--- config.mk ---
export PLATFORM = sky130hd
export DESIGN_NAME = wt_snoop_ctrl
export DESIGN_NICKNAME = d
export VERILOG_FILES = /design/src/rtl/wtsc_pkg.sv /design/src/rtl/wtsc_tag_array.sv /design/src/rtl/wtsc_bus_seq.sv /design/src/rtl/wt_snoop_ctrl.sv
export SDC_FILE = /design/constraint.sdc
export NUM_CORES = 1
export LEC_CHECK = 0
export ABC_AREA = 1
export BUFFER_PORTS_ARGS = -buffer_cell sky130_fd_sc_hd__buf_2
export CORE_MARGIN = 10
export CORE_UTILIZATION = 46
export CTS_CLUSTER_SIZE = 25
export DETAILED_ROUTE_END_ITERATION = 7
export PLACE_DENSITY = 0.77
export SYNTH_ARGS = -nofsm -noshare
export SYNTH_HDL_FRONTEND = slang
export SYNTH_SLANG_ARGS = --single-unit
--- constraint.sdc ---
create_clock -name clk -period 2.9 [get_ports clk]
set_input_delay 0.29 -clock clk [delete_from_list [all_inputs] [get_ports clk]]
set_output_delay 0.29 -clock clk [all_outputs]
set_load 0.01 [all_outputs]
--- src/rtl/wtsc_pkg.sv ---
package wtsc_pkg;
  typedef enum logic [1:0] {
    SQ_IDLE = 2'd0,
    SQ_ARB  = 2'd1,
    SQ_XFER = 2'd2
  } seq_st_t;
endpackage

--- src/rtl/wtsc_tag_array.sv ---
module wtsc_tag_array #(
  parameter int IDX_W = 3,
  parameter int TAG_W = 5
) (
  input  logic             clk,
  input  logic             rst_n,
  input  logic [IDX_W-1:0] lk_idx,
  input  logic [TAG_W-1:0] lk_tag,
  output logic             lk_hit,
  input  logic [IDX_W-1:0] sn_idx,
  input  logic [TAG_W-1:0] sn_tag,
  input  logic             sn_en,
  output logic             sn_kill,
  input  logic             fill_en,
  input  logic [IDX_W-1:0] fill_idx,
  input  logic [TAG_W-1:0] fill_tag,
  output logic [(1<<IDX_W)-1:0] line_vld
);
  localparam int LINES = 1 << IDX_W;

  logic [TAG_W-1:0] tag_w [LINES];

  for (genvar g = 0; g < LINES; g++) begin : g_line
    logic             v_q;
    logic [TAG_W-1:0] t_q;
    logic             fill_me;
    logic             kill_me;

    assign fill_me = fill_en && (fill_idx == IDX_W'(g));
    assign kill_me = sn_kill && (sn_idx == IDX_W'(g));

    // fill beats kill on the same line (a single bus cannot produce both)
    always_ff @(posedge clk or negedge rst_n) begin
      if (!rst_n)       v_q <= 1'b0;
      else if (fill_me) v_q <= 1'b1;
      else if (kill_me) v_q <= 1'b0;
    end

    always_ff @(posedge clk) begin
      if (fill_me) t_q <= fill_tag;
    end

    assign line_vld[g] = v_q;
    assign tag_w[g]    = t_q;
  end

  assign lk_hit  = line_vld[lk_idx] && (tag_w[lk_idx] == lk_tag);
  assign sn_kill = sn_en && line_vld[sn_idx] && (tag_w[sn_idx] == sn_tag);
endmodule

--- src/rtl/wtsc_bus_seq.sv ---
module wtsc_bus_seq
  import wtsc_pkg::*;
(
  input  logic clk,
  input  logic rst_n,
  input  logic start,
  input  logic bus_gnt,
  input  logic bus_done,
  output logic idle,
  output logic bus_req,
  output logic xfer_done
);
  seq_st_t st_q, st_d;

  always_comb begin
    st_d = st_q;
    unique case (st_q)
      SQ_IDLE: if (start)    st_d = SQ_ARB;
      SQ_ARB:  if (bus_gnt)  st_d = SQ_XFER;
      SQ_XFER: if (bus_done) st_d = SQ_IDLE;
      default:               st_d = SQ_IDLE;
    endcase
  end

  always_ff @(posedge clk or negedge rst_n) begin
    if (!rst_n) st_q <= SQ_IDLE;
    else        st_q <= st_d;
  end

  assign idle      = (st_q == SQ_IDLE);
  assign bus_req   = (st_q == SQ_ARB);
  assign xfer_done = (st_q == SQ_XFER) && bus_done;
endmodule

--- src/rtl/wt_snoop_ctrl.sv ---
module wt_snoop_ctrl #(
  parameter int ADDR_W = 8,
  parameter int IDX_W  = 3,
  parameter int ID_W   = 2,
  parameter int MY_ID  = 0
) (
  input  logic              clk,
  input  logic              rst_n,
  input  logic              cpu_req_vld,
  input  logic              cpu_req_wr,
  input  logic [ADDR_W-1:0] cpu_req_addr,
  output logic              cpu_req_rdy,
  output logic              cpu_hit,
  output logic              cpu_wr_upd,
  output logic              bus_req,
  output logic              bus_wr,
  output logic [ADDR_W-1:0] bus_addr,
  output logic [ID_W-1:0]   bus_id,
  input  logic              bus_gnt,
  input  logic              bus_done,
  input  logic              snp_vld,
  input  logic              snp_wr,
  input  logic [ADDR_W-1:0] snp_addr,
  input  logic [ID_W-1:0]   snp_id
);
  localparam int TAG_W = ADDR_W - IDX_W;
  localparam int LINES = 1 << IDX_W;
  localparam logic [ID_W-1:0] LOCAL_ID = ID_W'(MY_ID);

  function automatic logic [IDX_W-1:0] idx_of(input logic [ADDR_W-1:0] a);
    return a[IDX_W-1:0];
  endfunction

  function automatic logic [TAG_W-1:0] tag_of(input logic [ADDR_W-1:0] a);
    return a[ADDR_W-1:IDX_W];
  endfunction

  // named internal events
  logic              fsm_idle;
  logic              xfer_done;
  logic              start;
  logic              lk_hit;
  logic              lk_live;
  logic              rd_hit;
  logic              sn_en;
  logic              snp_kill;
  logic [IDX_W-1:0]  snp_idx;
  logic [IDX_W-1:0]  lk_idx;
  logic              fill_en;
  logic [IDX_W-1:0]  fill_idx;
  logic [LINES-1:0]  line_vld;
  logic [ADDR_W-1:0] cur_addr;
  logic              lat_wr;
  logic [ADDR_W-1:0] lat_addr;

  // capture the request when it goes to the bus
  always_ff @(posedge clk or negedge rst_n) begin
    if (!rst_n) begin
      lat_wr   <= 1'b0;
      lat_addr <= '0;
    end else if (start) begin
      lat_wr   <= cpu_req_wr;
      lat_addr <= cpu_req_addr;
    end
  end

  assign cur_addr = fsm_idle ? cpu_req_addr : lat_addr;
  assign lk_idx   = idx_of(cur_addr);
  assign snp_idx  = idx_of(snp_addr);

  // only foreign writes can kill a line
  assign sn_en   = snp_vld && snp_wr && (snp_id != LOCAL_ID);
  // snoop first: a line being killed this cycle no longer counts
  assign lk_live = lk_hit && !(snp_kill && (snp_idx == lk_idx));
  assign rd_hit  = fsm_idle && cpu_req_vld && !cpu_req_wr && lk_live;
  assign start   = fsm_idle && cpu_req_vld && !rd_hit;

  assign fill_en  = xfer_done && !lat_wr;
  assign fill_idx = idx_of(lat_addr);

  wtsc_tag_array #(.IDX_W(IDX_W), .TAG_W(TAG_W)) u_tags (
    .clk      (clk),
    .rst_n    (rst_n),
    .lk_idx   (lk_idx),
    .lk_tag   (tag_of(cur_addr)),
    .lk_hit   (lk_hit),
    .sn_idx   (snp_idx),
    .sn_tag   (tag_of(snp_addr)),
    .sn_en    (sn_en),
    .sn_kill  (snp_kill),
    .fill_en  (fill_en),
    .fill_idx (fill_idx),
    .fill_tag (tag_of(lat_addr)),
    .line_vld (line_vld)
  );

  wtsc_bus_seq u_seq (
    .clk       (clk),
    .rst_n     (rst_n),
    .start     (start),
    .bus_gnt   (bus_gnt),
    .bus_done  (bus_done),
    .idle      (fsm_idle),
    .bus_req   (bus_req),
    .xfer_done (xfer_done)
  );

  assign cpu_req_rdy = rd_hit || xfer_done;
  assign cpu_hit     = rd_hit;
  assign cpu_wr_upd  = xfer_done && lat_wr && lk_live;
  assign bus_wr      = lat_wr;
  assign bus_addr    = lat_addr;
  assign bus_id      = LOCAL_ID;
endmodule

# Word-level counts from Yosys, hierarchy flattened

Cells that the tools add are included.

Register bits: 59
Input port bits: 26
Output and inout port bits: 15
Word-level logic and storage cells: 127

$lt $le $gt $ge: 4
Eq/ne operators: 22
Multiplexer cells: 31
Bitwise gates (word level): 2
Reductions and logical operators: 49

Operator list:

| cell                                                        | number |
|---|---|
| logical AND 1 bit                                           | 31 |
| binary-select mux 5 bit (select 3 bit)                      | 2 |
| equality test 3 bit (second input constant)                 | 8 |
| 2-to-1 mux 5 bit                                            | 4 |
| 2-to-1 mux 1 bit                                            | 18 |
| nonzero test 2 bit                                          | 9 |
| equality test 3 x 2 -> 1 bit (second input constant)        | 4 |
| equality test 5 bit                                         | 2 |
| >= comparator 4 bit (second input constant)                 | 2 |
| less-than comparator 3 x 4 -> 1 bit (second input constant) | 2 |
| 2-to-1 mux 8 bit                                            | 1 |
| NOT 3 -> 4 bit                                              | 2 |
| binary-select mux 1 bit (select 3 bit)                      | 2 |
| equality test 3 x 1 -> 1 bit (second input constant)        | 2 |
| logical NOT 3 bit                                           | 2 |
| 2-to-1 mux 2 bit                                            | 3 |
| case mux 2 bit (3 select lines)                             | 1 |
| logical NOT 1 bit                                           | 4 |
| != test 2 x 1 -> 1 bit (second input constant)              | 2 |
| equality test 3 bit                                         | 1 |
| AND reduction 3 bit                                         | 1 |
| equality test 2 x 1 -> 1 bit (second input constant)        | 1 |
| equality test 2 bit (second input constant)                 | 1 |
| logical NOT 2 bit                                           | 1 |
| other kinds (2)                                             | 2 |

# Depth between registers and ports, before layout

Gate-level depths: netlist of the first run.

Depth in word-level cells: 14
Depth in mapped cells: 17
Depth with buffers taken out: 16

# Hierarchy

Synthesis of the first run repeated with hierarchy kept, for this count alone.

Cell total of the unflattened synthesis: 474
Area, all modules: 3,612.2 sq um

Modules (own cells, without submodules):

| module         | instances | cells an instance | area each (sq um) |
|---|---|---|---|
| wtsc_tag_array | 1         | 360               | 2,889.0 |
| wt_snoop_ctrl  | 1         | 98                | 614.3 |
| wtsc_bus_seq   | 1         | 16                | 108.9 |

# Least setup slack after synthesis of the first run

No wires, ideal clock.

Path kind: flip-flop to output port
Start: reg u_seq.st_q[0]
End: out cpu_req_rdy
Arrival: 1.830 ns
Data required time: 2.610 ns
Slack: 0.780 ns
Stages on the path, launching flop included: 15
Path buffers: 3
Cell sequence: dfrtp_1 nor2_4 buf_6 nand2_4 nand2_4 buf_6 nand2_1 nand3_1 nand3_2 nand3_1 nand3_1 nor2_2 nand4_2 buf_6 nand2_1

Longest elaborated chain between the ends: 11

RTL lines:

| element                                              | line                 | source |
|---|---|---|
| start: declaration                                   | wtsc_bus_seq.sv:13   | `seq_st_t st_q, st_d;` |
| start signal: assignment                             | wtsc_bus_seq.sv:27   | `else st_q <= st_d;` |
| logical NOT 2 bit                                    | wtsc_bus_seq.sv:30   | `assign idle = (st_q == SQ_IDLE);` |
| 2-to-1 mux 8 bit                                     | wt_snoop_ctrl.sv:67  | `assign cur_addr = fsm_idle ? cpu_req_addr : lat_addr;` |
| NOT 3 -> 4 bit (not written as such)                 | wtsc_tag_array.sv:47 | `assign lk_hit = line_vld[lk_idx] && (tag_w[lk_idx] == lk_tag);` |
| binary-select mux 5 bit (select 3 bit)               | wtsc_tag_array.sv:47 |  |
| 2-to-1 mux 5 bit (not written as such) (2 in series) | wtsc_tag_array.sv:47 |  |
| equality test 5 bit                                  | wtsc_tag_array.sv:47 |  |
| logical AND 1 bit                                    | wtsc_tag_array.sv:47 |  |
| logical AND 1 bit                                    | wt_snoop_ctrl.sv:74  | `assign lk_live = lk_hit && !(snp_kill && (snp_idx == lk_idx));` |
| logical AND 1 bit                                    | wt_snoop_ctrl.sv:75  | `assign rd_hit = fsm_idle && cpu_req_vld && !cpu_req_wr && lk_live;` |
| logical OR 1 bit (*)                                 | wt_snoop_ctrl.sv:108 | `assign cpu_req_rdy = rd_hit \|\| xfer_done;` |
| end: declaration                                     | wt_snoop_ctrl.sv:12  | `output logic cpu_req_rdy,` |

Every way passes the cells marked *; elsewhere a longest branch is shown, timed or not. The select of a mux whose other input is x is not followed.

# Worst setup path in the final report of the first run

Start: in snp_addr[0]
End: out cpu_req_rdy

Longest elaborated chain between the ends: 11

RTL lines:

| element                                              | line                 | source |
|---|---|---|
| start: declaration                                   | wt_snoop_ctrl.sv:23  | `input logic [ADDR_W-1:0] snp_addr,` |
| NOT 3 -> 4 bit (not written as such)                 | wtsc_tag_array.sv:48 | `assign sn_kill = sn_en && line_vld[sn_idx] && (tag_w[sn_idx] == sn_tag);` |
| binary-select mux 5 bit (select 3 bit)               | wtsc_tag_array.sv:48 |  |
| 2-to-1 mux 5 bit (not written as such) (2 in series) | wtsc_tag_array.sv:48 |  |
| equality test 5 bit                                  | wtsc_tag_array.sv:48 |  |
| logical AND 1 bit                                    | wtsc_tag_array.sv:48 |  |
| logical AND 1 bit (*)                                | wt_snoop_ctrl.sv:74  |  |
| logical NOT 1 bit (*)                                | wt_snoop_ctrl.sv:74  |  |
| logical AND 1 bit (*)                                | wt_snoop_ctrl.sv:74  |  |
| logical AND 1 bit (*)                                | wt_snoop_ctrl.sv:75  |  |
| logical OR 1 bit (*)                                 | wt_snoop_ctrl.sv:108 |  |

Marks and branches as above.

==> metrics.md, run 1 <==
| Metric | Value |
|---|---|
| Status | `completed` |
| Clock-pin slew on the worst setup and hold paths | `0.06 ns` |
| IO buf count | `38` |
| CP Max Fanout | `21` |
| Max-slew violation count | `0` |
| R2r setup slk | `0.62 ns` |
| #FFs+latches synth | `~60` |
| Setup Crit Path Kind | `in2out` |
| Total core area | `about 7300 sq um` |
| Vias in the first global route | `around 3000` |
| Fillers | `about 670` |
| Metal3 WL | `roughly 1.1 mm` |
| Fin Clk Skew | `0.00646 ns` |
| Top-Level Pins | `41` |
| Synth top area share | `between 30% and 40%` |
| Cells after Synth | `440` |
| Slew HR | `approximately 53%` |
| First-pass GRT wire length | `roughly 15 mm` |
| Largest net degree at the start of global routing | `24` |
| Starting Density | `47.5%` |
| Met1 Routed Length | `4.28 mm` |
| CP Buf/Inv Count | `2` |
| Reg2Reg Depth | `14` |
| Synth Area in Compound Gates | `around 5.4%` |
| Hold depth | `2` |
| Initial antenna violation count | `0` |
| Hold Crit Class | `in2reg` |
| DR iter-0 viols | `roughly 260` |
| Critical Path Max Stage Delay | `0.53 ns` |
| Worst path cell trace | `buf_2 -> nor2_1 -> a21oi_1 -> nand3_1 -> nand2_1 -> nand2_1 -> nand2_1 -> nor2_1 -> nand4_1 -> nand4_4 -> nand2_1 -> buf_2` |
| CTS tree | `built` |
| Met2 wire length | `between 4 and 5 mm` |
| DR WL/cell | `16.9 um` |
| Synth cell types | `35` |
| Routed Antenna Nets | `0` |
| Detailed-placement wirelength estimate | `approximately 7.4 mm` |
| Total GRT Usage | `between 10% and 20%` |
| RSZ-0062 raised after global routing | `no` |
| CTS H-Tree Depth | `3` |
| Number of synthesis warnings | `0` |
| Sequential fraction of the synthesis area | `just under 50%` |
| Die X | `between 100 and 150 um` |
| LEAKAGE | `~1.9 nW` |
| Mux share of post-synthesis cell area | `0.291%` |
| Crit end category | `output port` |
| Crit path time final | `approximately 2.8 ns` |
| Commonest cells post-synth | `nand2_1, nand3_1, edfxtp_1` |
| Hold Path Sink | `u_seq.st_q[0]` |
| # rows | `31` |
| CP Data Required Time | `2.61 ns` |
| Worst vdd ir | `~0.00056 V` |
| Fraction of layout cells with a size suffix above 1 | `between 10% and 20%` |
| ANT cells | `0` |
| Hold Slack | `~0.14 ns` |
| Critical Path AT | `about 2.5 ns` |
| Multi-input logic area | `around 1600 sq um` |
| Final setup violating endpoints | `0` |
| Total Neg Setup Slack | `0 ns` |
| Layout overhead on the synthesized area | `15.3%` |
| Fin. Hold Viols | `0` |
| Worst-Margin Slew | `~0.7 ns` |
| Root buffer cell | `clkbuf_8` |
| Detailed-route wire length | `around 10 mm` |
| Crit path max-delay family | `simple AND/OR/NAND/NOR gates` |
| Die height | `~110 um` |
| Post-synthesis adder-cell area fraction | `0%` |
| Worst-Skew Late Latency | `0.35 ns` |
| Detailed Routing Iterations Pass 1 | `5` |
| Post-synthesis async set-or-reset flop share | `32.2%` |
| Startpoint Class | `input port` |
| Average size of a mapped cell | `7.82 sq um` |
| RD Place Congestion | `approximately 0.99` |
| Die ar. | `about 11000 sq um` |
| DR vias | `~3200` |
| Max clock buf depth | `2` |
| Synth Area in Simple Gates | `a little under two fifths` |
| Ys flop type | `edfxtp_1` |
| Synth Area in XOR/XNOR | `less than 1%` |
| Hold Startpoint | `bus_gnt` |
| Post-route DRC | `0` |
| Maxcap violations | `0` |
| Post-CTS Setup Bufs | `0` |
| Critical-path top delay cell | `nor2_1` |
| CTS Buf Count | `9` |
| Clk sink count | `a little under 60` |
| Vias per cell | `between 5 and 6` |
| Cell area power density | `915 nW/um^2` |
| RR Endpoint | `bus_addr[3]` |
| Largest family of logic cells by synthesized area | `simple AND/OR/NAND/NOR gates` |
| Global route overflow | `0` |
| Max Freq | `roughly 360 MHz` |
| Fin nets | `approximately 520` |
| Mapped cell area | `between 3000 and 4000 sq um` |
| Post-synth EDFFs | `40` |
| Crit share post-route | `a little over nine tenths` |
| Top Layer Used | `met4` |
| Synth area leader | `edfxtp_1` |
| CP most frequent cell | `nand2_1` |
| Storage cell area | `1680 sq um` |
| Most numerous cell in the Yosys netlist | `nand2_1` |
| Launch point of the worst reg-to-reg path | `u_seq.st_q[0]` |
| Area contributors post-synth | `edfxtp_1, nand2_1, dfrtp_1` |
## stage by stage
| step | setup WS (ns) | instances | util, % | cell area [sq um] | power, mW |
|---|---|---|---|---|---|
| 6_report | 0.129 | 595 | 54.7 | 3970 | 3.63 |
| 5_1_grt | 0.0120 | 595 | 54.7 | 3970 | 3.90 |
| 4_1_cts | 0.0983 | 595 | 54.2 | 3930 | 3.55 |
| 3_5_place_dp | 0.105 | 579 | 52.0 | 3770 | 2.93 |
| 3_3_place_gp | 0.117 | 579 | 52.0 | 3770 | 2.89 |
| 2_1_floorplan | 0.780 | 441 | - | 3450 | 2.48 |
## per-layer routing
layer,vias up,GRT usage (%)
met4,0,5.03
met2,196,25.8
li1,1561,-
met5,-,0
met3,25,5.80
met1,1456,23.5
## how the worst max path moves through the flow
stage                   from          end  slack (ns)  depth (start not counted)
5_1_grt        u_seq.st_q[0]   cpu_wr_upd        0.01                         13
6_report         snp_addr[0]  cpu_req_rdy        0.13                         12
3_5_place_dp     snp_addr[0]  cpu_req_rdy        0.10                         13
3_3_place_gp     snp_addr[0]  cpu_req_rdy        0.12                         13
4_1_cts          snp_addr[0]  cpu_req_rdy         0.1                         13
2_1_floorplan  u_seq.st_q[0]  cpu_req_rdy        0.78                         14
## area by class of cell
| cell class | instances | share of cell area, % |
|---|---|---|
| sequential | 59 | 42.2 |
| clock inverter | 4 | 0.473 |
| timing repair buffer | 54 | 8.07 |
| clock buffer | 11 | 3.31 |
| inverter | 38 | 3.59 |
| tap | 99 | 3.12 |
| multi-input combinational | 330 | 39.2 |
## cells by family (layout without fill, tap and decap cells)
kind of cell    after synthesis  in the layout
mux                           1              1
buf+inv                      52            107
flops                        59             59
simple gates                298            298
other cells                   1              2
compound gates               28             28
xor+xnor                      1              1
## where the power goes
| group | leakage, nW | switching, mW | internal, mW |
|---|---|---|---|
| logic | 1.21 | 1.22 | 0.610 |
| clock network | 0.0804 | 0.317 | 0.298 |
| registers | 0.571 | 0.106 | 1.08 |
## placed cells by master (no fill, tap or decap), types with 2 or more instances in the layout
| cell | count |
|---|---|
| nor2_4 | 2 |
| o21ai_0 | 5 |
| clkbuf_8 | 9 |
| o211ai_1 | 4 |
| nand2_2 | 2 |
| o22ai_1 | 8 |
| buf_2 | 38 |
| a21oi_1 | 5 |
| dfrtp_1 | 19 |
| buf_6 | 2 |
| nand3b_1 | 4 |
| or2_2 | 4 |
| nor2_2 | 2 |
| conb_1 | 2 |
| nand3_1 | 66 |
| inv_1 | 31 |
| clkinv_2 | 3 |
| nand2_4 | 4 |
| nor2_1 | 27 |
| buf_4 | 13 |
| inv_2 | 5 |
| nand4_1 | 4 |
| clkbuf_1 | 2 |
| clkinv_1 | 3 |
| nand2_1 | 171 |
| o21ai_2 | 2 |
| nor3_1 | 9 |
| edfxtp_1 | 40 |
## registers in the layout, indices dropped and copies added (netlist names)
signal / cells
bus_addr: 8
bus_wr: 1
u_seq.st_q: 2
u_tags.g_line.t_q: 40
u_tags.g_line.v_q: 8
## worst reg2reg max path: stages, from the launching register on
cell and delay [ns]:
dfrtp_1 0.44, nor2_4 0.15, buf_6 0.17, nand2_1 0.11, o21ai_4 0.16, inv_2 0.14
nand3_1 0.14, nand2_1 0.06, nand2_1 0.05, nand2_1 0.06, nor2_2 0.20, nand4_4 0.16
buf_4 0.20, nand3_1 0.07, nand2_1 0.06
## what timing repair did
item,4_1_cts,5_1_grt
endpoints found under the hold margin,19,0
hold buffers,1,0
endpoints found under the setup margin,0,3
resized for setup,0,7
Power figures use the tool's default switching activity.
==> inputs of run 2 (changes only) <==
- CORE_MARGIN: 10 -> not set
- SYNTH_HIERARCHICAL: not set -> 1
==> run 2 against run 1 <==
  * The flow now finishes with violations (setup timing)
  * Setup slack worse by 0.20 ns
  * Wire length is 1.3% lower
  * Register-to-register slack worse by 0.51 ns
  * Clock power is 11% higher
  * Critical path depth is 2 higher
  * Cell area is 7.7% higher
  * Clock-buffer cell count is 1 higher
  * Power is 4.1% higher
  * Largest power group unchanged
==> metrics.md, run 2 <==
| Metric | Value |
|---|---|
| Maxcap violations | `0 (unchanged)` |
| Setup slack at placement | `0.152 ns (+0.0476 ns)` |
| CP Max Fanout | `9 (-57%)` |
| Commonest non-fill, non-tap cells in the layout | `nand2_1, nor2_1, edfxtp_1` |
| Root buffer cell | `clkbuf_8` |
| Worst vdd ir | `0.000482 V (-14%)` |
| Critical Path AT | `2.68 ns (+0.20 ns)` |
| Setup Crit Path Kind | `reg2out` |
| Crit end category | `output port` |
| Violated checks | `setup timing` |
| DR iter-0 viols | `391 (+50%)` |
| Cells after Synth | `466 (+5.9%)` |
| Initial antenna violation count | `0 (unchanged)` |
| Largest Register | `u_tags/g_line.t_q` |
| Layout Cells excl Fill | `631 (+6.1%)` |
| Total core area | `7370 sq um (+1.6%)` |
| Most common cell after layout, fill and taps aside | `nand2_1` |
| Fillers | `658 (-1.9%)` |
| Hold Slack | `0.168 ns (+0.0273 ns)` |
| Post-route cell area | `4270 sq um (+7.7%)` |
| Detailed Routing Iterations Pass 1 | `5 (unchanged)` |
| CP most frequent cell | `nand2_1` |
| Die height | `89.9 um (-16%)` |
| Vias in the first global route | `3274 (+9.5%)` |
| Total GRT Usage | `25.1% (+7.8 points)` |
| First-pass GRT wire length | `15.8 mm (+2.0%)` |
| LEAKAGE | `2.03 nW (+9.1%)` |
| Die X | `89.9 um (-16%)` |
| Mapped cell area | `3550 sq um (+3.2%)` |
| Critical-path top delay cell | `dfrtp_2` |
| Post-route DRC | `0 (unchanged)` |
| Fin Clk Skew | `0.00911 ns (+0.00265 ns)` |
| # rows | `31 (unchanged)` |
| Layout overhead on the synthesized area | `20.3%` |
| DP Area | `3880 sq um (+2.9%)` |
| CTS H-Tree Depth | `3 (unchanged)` |
| CTS Buf Count | `9 (unchanged)` |
| Vias per cell | `5.45 (about the same)` |
| Worst path cell trace | `nor2_4 -> inv_2 -> nand2_4 -> nand2_8 -> buf_4 -> o21ai_0 -> o22ai_1 -> o21ai_1 -> xor2_1 -> nand2_1 -> nor2_2 -> nand3_2 -> nand2_1 -> buf_2` |
| Max Freq | `337 MHz (-6.6%)` |
| RSZ-0062 raised after global routing | `yes` |
| Critical Path Max Stage Delay | `0.45 ns (-0.08 ns)` |
| ANT cells | `0 (unchanged)` |
| CTS tree | `built` |
| DR WL/cell | `15.7 um (-6.9%)` |
| Hold Crit Class | `in2reg` |
| Cell area power density | `885 nW/um^2 (-3.3%)` |
| Detailed-route wire length | `9.91 mm (-1.3%)` |
| Number of synthesis warnings | `6 (+6)` |
| Max clock buf depth | `2 (unchanged)` |
| CP Data Required Time | `2.61 ns (about the same)` |
| Starting Density | `48.2% (+0.74 points)` |
| Slew HR | `47.3% (-6.1 points)` |
| Fin. Hold Viols | `0 (unchanged)` |
| Fraction of layout cells with a size suffix above 1 | `22.4% (+4.2 points)` |
| Status | `complete, but fails checks` |
| Min setup slack post-route | `-0.0665 ns (-0.196 ns)` |
| Top-Level Pins | `41 (unchanged)` |
| Die ar. | `8080 sq um (-29%)` |
| Worst-Skew Late Latency | `0.34 ns (about the same)` |
| Final setup violating endpoints | `3 (+3)` |
| Largest net degree at the start of global routing | `28 (+17%)` |
| Crit path time final | `2.97 ns (+0.196 ns)` |
| Fin nets | `553 (+6.8%)` |
| IO buf count | `38 (unchanged)` |
| Average size of a mapped cell | `7.62 sq um (-2.6%)` |
| Clk sink count | `59 (unchanged)` |
| Inst Count DP | `604 (+4.3%)` |
| Startpoint Class | `register` |
| Layout Utilization | `58.0% (+3.3 points)` |
| Crit share post-route | `102% (+6.8 points)` |
| Global route overflow | `0 (unchanged)` |
| Clock-pin slew on the worst setup and hold paths | `0.07 ns (about the same)` |
| DR vias | `3437 (+6.1%)` |
| Max-slew violation count | `0 (unchanged)` |
| Worst-Margin Slew | `0.787 ns (+0.0917 ns)` |
| RD Place Congestion | `0.895 (-9.7%)` |
| Routed Antenna Nets | `0 (unchanged)` |
| Max reg flops | `40 (unchanged)` |
| Detailed-placement wirelength estimate | `6.58 mm (-11%)` |
## run 2: layout make-up
cell class / count / area (sq um) / share of cell area (%)
clock inverters: 4 / 25.0 / 0.586
clock buffers: 12 / 155 / 3.63
flip-flops and latches: 59 / 1680 / 39.3
repair buffers: 66 / 470 / 11.0
inverters: 46 / 195 / 4.57
multi-input cells: 345 / 1630 / 38.0
well taps: 99 / 124 / 2.90
## run 2: final timing paths
kind,start,endpoint,slack [ns],cells past startpoint
setup / recovery,u_seq/st_q[1],cpu_req_rdy,-0.07,14
hold / removal,cpu_req_wr,bus_wr,0.17,3
setup reg to reg,u_seq/st_q[1],bus_addr[4],0.11,17
hold reg to reg,u_tags/g_line[2].v_q,u_tags/g_line[2].v_q,0.51,2
max in group asynchronous,rst_n,u_seq/st_q[1],2.10,2
min in group asynchronous,rst_n,bus_wr,0.44,2
## run 2: critical path, delay by kind of cell, from the launching register on
| family | cells | cell delay [ns] |
|---|---|---|
| compound gates | 3 | 0.53 |
| simple gates | 7 | 0.78 |
| flops | 1 | 0.45 |
| xor+xnor | 1 | 0.17 |
| buf+inv | 3 | 0.38 |
## run 2: through the flow
stage	power, mW	setup TNS [ns]
global route	4.01	-0.673
detailed placement	2.74	0
CTS	3.55	0
finish	3.78	-0.165
floorplan	2.28	0
global placement	2.70	0
## run 2: power breakdown
part           leakage, nW  total [mW]  internal (mW)  switching, mW
Clock               0.0884       0.680          0.353          0.326
Sequential           0.596        1.32           1.11          0.209
Combinational         1.35        1.78          0.706           1.08
Total                 2.03        3.78           2.17           1.61
## run 2: layer usage
layer / wire (um) / share of wire (%) / track usage, %
met5: 0 / 0 / 0
met4: 338 / 3.4 / 13.0
met3: 1050 / 11 / 5.41
met2: 4690 / 47 / 41.7
met1: 3830 / 39 / 30.8
## run 2: repair_timing
| action | 4_1_cts | 5_1_grt |
|---|---|---|
| pin swaps | 2 | 6 |
| hold endpoints to repair | 19 | 0 |
| setup buffers | 5 | 4 |
| gates resized for setup | 7 | 26 |
| cloned | 0 | 1 |
| hold buffers | 1 | 0 |
| setup endpoints to repair | 3 | 13 |
==> inputs of run 3 (changes only) <==
==> constraint.sdc (replaced) <==
create_clock -name clk -period 2.9 [get_ports clk]
set_input_delay 0.145 -clock clk [delete_from_list [all_inputs] [get_ports clk]]
set_output_delay 0.145 -clock clk [all_outputs]
set_load 0.01 [all_outputs]
==> run 3 against run 2 <==
  * The flow now finishes without violations
  * Clock skew down 0.0046 ns
  * Wire length down 6.9%
  * Sequential share of layout area up 0.62 points
  * Global-route usage down 1.7 points
  * Cell area down 1.6%
  * Sequential cell count unchanged
  * Critical path type unchanged
  * Highest routed layer unchanged
==> metrics.md, run 3 (synthesis gave the netlist of run 2 again) <==
| Metric | Value |
|---|---|
| LEAKAGE | `2.00 nW (-1.6%)` |
| Post-route DRC | `0 (unchanged)` |
| Reg2Reg Depth | `17 (unchanged)` |
| Max Freq | `361 MHz (+7.2%)` |
| Cell area power density | `906 nW/um^2 (+2.4%)` |
| Max reg flops | `40 (unchanged)` |
| Total core area | `7370 sq um (unchanged)` |
| Layout overhead on the synthesized area | `18.4%` |
| Total Neg Setup Slack | `0 ns (+0.165 ns)` |
| Root buffer cell | `clkbuf_8` |
| Worst-Margin Slew | `0.798 ns (+0.0107 ns)` |
| Clock-pin slew on the worst setup and hold paths | `0.06 ns (about the same)` |
| Fin Clk Skew | `0.00453 ns (-0.00458 ns)` |
| Global route overflow | `0 (unchanged)` |
| Worst vdd ir | `0.000497 V (+3.0%)` |
| Crit end category | `output port` |
| Vias per cell | `5.31 (-2.6%)` |
| Fin nets | `543 (-1.8%)` |
| Top-Level Pins | `41 (unchanged)` |
| CTS H-Tree Depth | `3 (unchanged)` |
| R2r setup slk | `0.23 ns (+0.12 ns)` |
| Most common cell after layout, fill and taps aside | `nand2_1` |
| Hold Crit Class | `in2reg` |
| Routed Antenna Nets | `0 (unchanged)` |
| Die X | `89.9 um (unchanged)` |
| Setup Crit Path Kind | `reg2out` |
| Largest Register | `u_tags/g_line.t_q` |
| Detailed-placement wirelength estimate | `6.52 mm (-0.98%)` |
| Worst-Skew Late Latency | `0.33 ns (about the same)` |
| CP Max Fanout | `8 (-1)` |
| Crit share post-route | `95.4% (-6.8 points)` |
| Clk sink count | `59 (unchanged)` |
| Commonest non-fill, non-tap cells in the layout | `nand2_1, nor2_1, edfxtp_1` |
| IO buf count | `38 (unchanged)` |
| RR Endpoint | `u_seq/st_q[0]` |
| Hold Path Sink | `bus_wr` |
| CTS tree | `built` |
| CP Data Required Time | `2.76 ns (+0.15 ns)` |
| Largest net degree at the start of global routing | `25 (-11%)` |
| CTS Buf Count | `9 (unchanged)` |
| Fin. Hold Viols | `0 (unchanged)` |
| Final setup violating endpoints | `0 (-3)` |
| DR WL/cell | `14.9 um (-5.4%)` |
| Vias in the first global route | `3089 (-5.7%)` |
| DP Area | `3840 sq um (-1.1%)` |
| Max clock buf depth | `2 (unchanged)` |
| RD Place Congestion | `0.854 (-4.6%)` |
| Maxcap violations | `0 (unchanged)` |
| Total GRT Usage | `23.4% (-1.7 points)` |
| Detailed-route wire length | `9.23 mm (-6.9%)` |
| Launch point of the worst reg-to-reg path | `u_seq/st_q[0]` |
| Starting Density | `48.2% (unchanged)` |
| Hold Startpoint | `cpu_req_wr` |
| Die ar. | `8080 sq um (unchanged)` |
| Layout Utilization | `57.1% (-0.90 points)` |
| Status | `completed` |
| DR vias | `3295 (-4.1%)` |
| Initial antenna violation count | `0 (unchanged)` |
| Slew HR | `46.6% (-0.72 points)` |
| DR iter-0 viols | `340 (-13%)` |
| ANT cells | `0 (unchanged)` |
| Startpoint Class | `register` |
| Fraction of layout cells with a size suffix above 1 | `20.1% (-2.3 points)` |
| Crit path time final | `2.77 ns (-0.199 ns)` |
| Post-route cell area | `4210 sq um (-1.6%)` |
| Detailed Routing Iterations Pass 1 | `5 (unchanged)` |
| Die height | `89.9 um (unchanged)` |
| Max-slew violation count | `0 (unchanged)` |
| First-pass GRT wire length | `14.9 mm (-5.5%)` |
| Hold depth | `3 (unchanged)` |
| RSZ-0062 raised after global routing | `yes` |
| # rows | `31 (unchanged)` |
| Critical Path AT | `2.62 ns (-0.06 ns)` |
run 3: changes by cell type in the layout (fill, tap and decap cells not counted), sizes merged:
cell | previous run | this run
buf | 64 | 54
bufinv | 0 | 3
clkbuf | 13 | 11
clkinvlp | 2 | 0
inv | 44 | 45
run 3: stage by stage:
stage	hold slack (ns)	cells	worst slack, ns	total power, mW
2_1_floorplan	-0.151	467	0.470	2.28
3_3_place_gp	0.114	600	0.163	2.68
3_5_place_dp	0.119	600	0.127	2.71
4_1_cts	0.0367	618	0.0244	3.61
5_1_grt	0.0499	621	-0.0950	4.06
6_report	0.0524	621	0.132	3.81
run 3: worst max-delay path, cell delays in order, from the launching register on:
cell and delay, ns:
dfrtp_2 0.44, nor2_4 0.19, buf_4 0.20, nand2_1 0.08
nand2_1 0.19, inv_1 0.16, o211ai_1 0.13, nand2_1 0.12
xnor2_1 0.14, nor2_1 0.11, nand2_1 0.08, nor2_2 0.15
nand2_1 0.09, nor2_1 0.08, buf_2 0.13
run 3: how the worst max path moves through the flow:
stage	from	endpoint	depth (start not counted)
after floorplan	u_seq/st_q[0]	u_seq/st_q[0]	18
after global placement	bus_addr[1]	u_seq/st_q[0]	15
after detailed placement	bus_addr[1]	u_seq/st_q[0]	15
after CTS	u_seq/st_q[0]	cpu_wr_upd	15
after global routing	u_seq/st_q[0]	cpu_req_rdy	14
final	u_seq/st_q[0]	cpu_wr_upd	14
run 3: layout make-up:
type | instances | area (sq um)
Sequential cell | 59 | 1680
Inverter | 46 | 188
Clock buffer | 10 | 128
Multi-Input combinational cell | 345 | 1630
Clock inverter | 6 | 104
Tap cell | 99 | 124
Timing Repair Buffer | 56 | 357
Fill cell | 643 | 3160
run 3: layer usage:
metal	share of wire, %	global-route usage (%)	vias up
li1	-	-	1601
met5	0	0	-
met3	8.3	4.82	27
met4	2.4	9.81	0
met1	43	31.0	1492
met2	46	37.4	175
run 3: repair_timing:
item	CTS	global route
setup buffers	1	2
endpoints found under the hold margin	19	0
pin swaps	1	10
endpoints found under the setup margin	3	13
resized for setup	3	26
hold buffers	1	0
gates cloned	0	1
run 3: power breakdown:
part	internal (mW)	switching, mW
combinational	0.620	1.00
sequential	1.11	0.198
clock	0.565	0.312
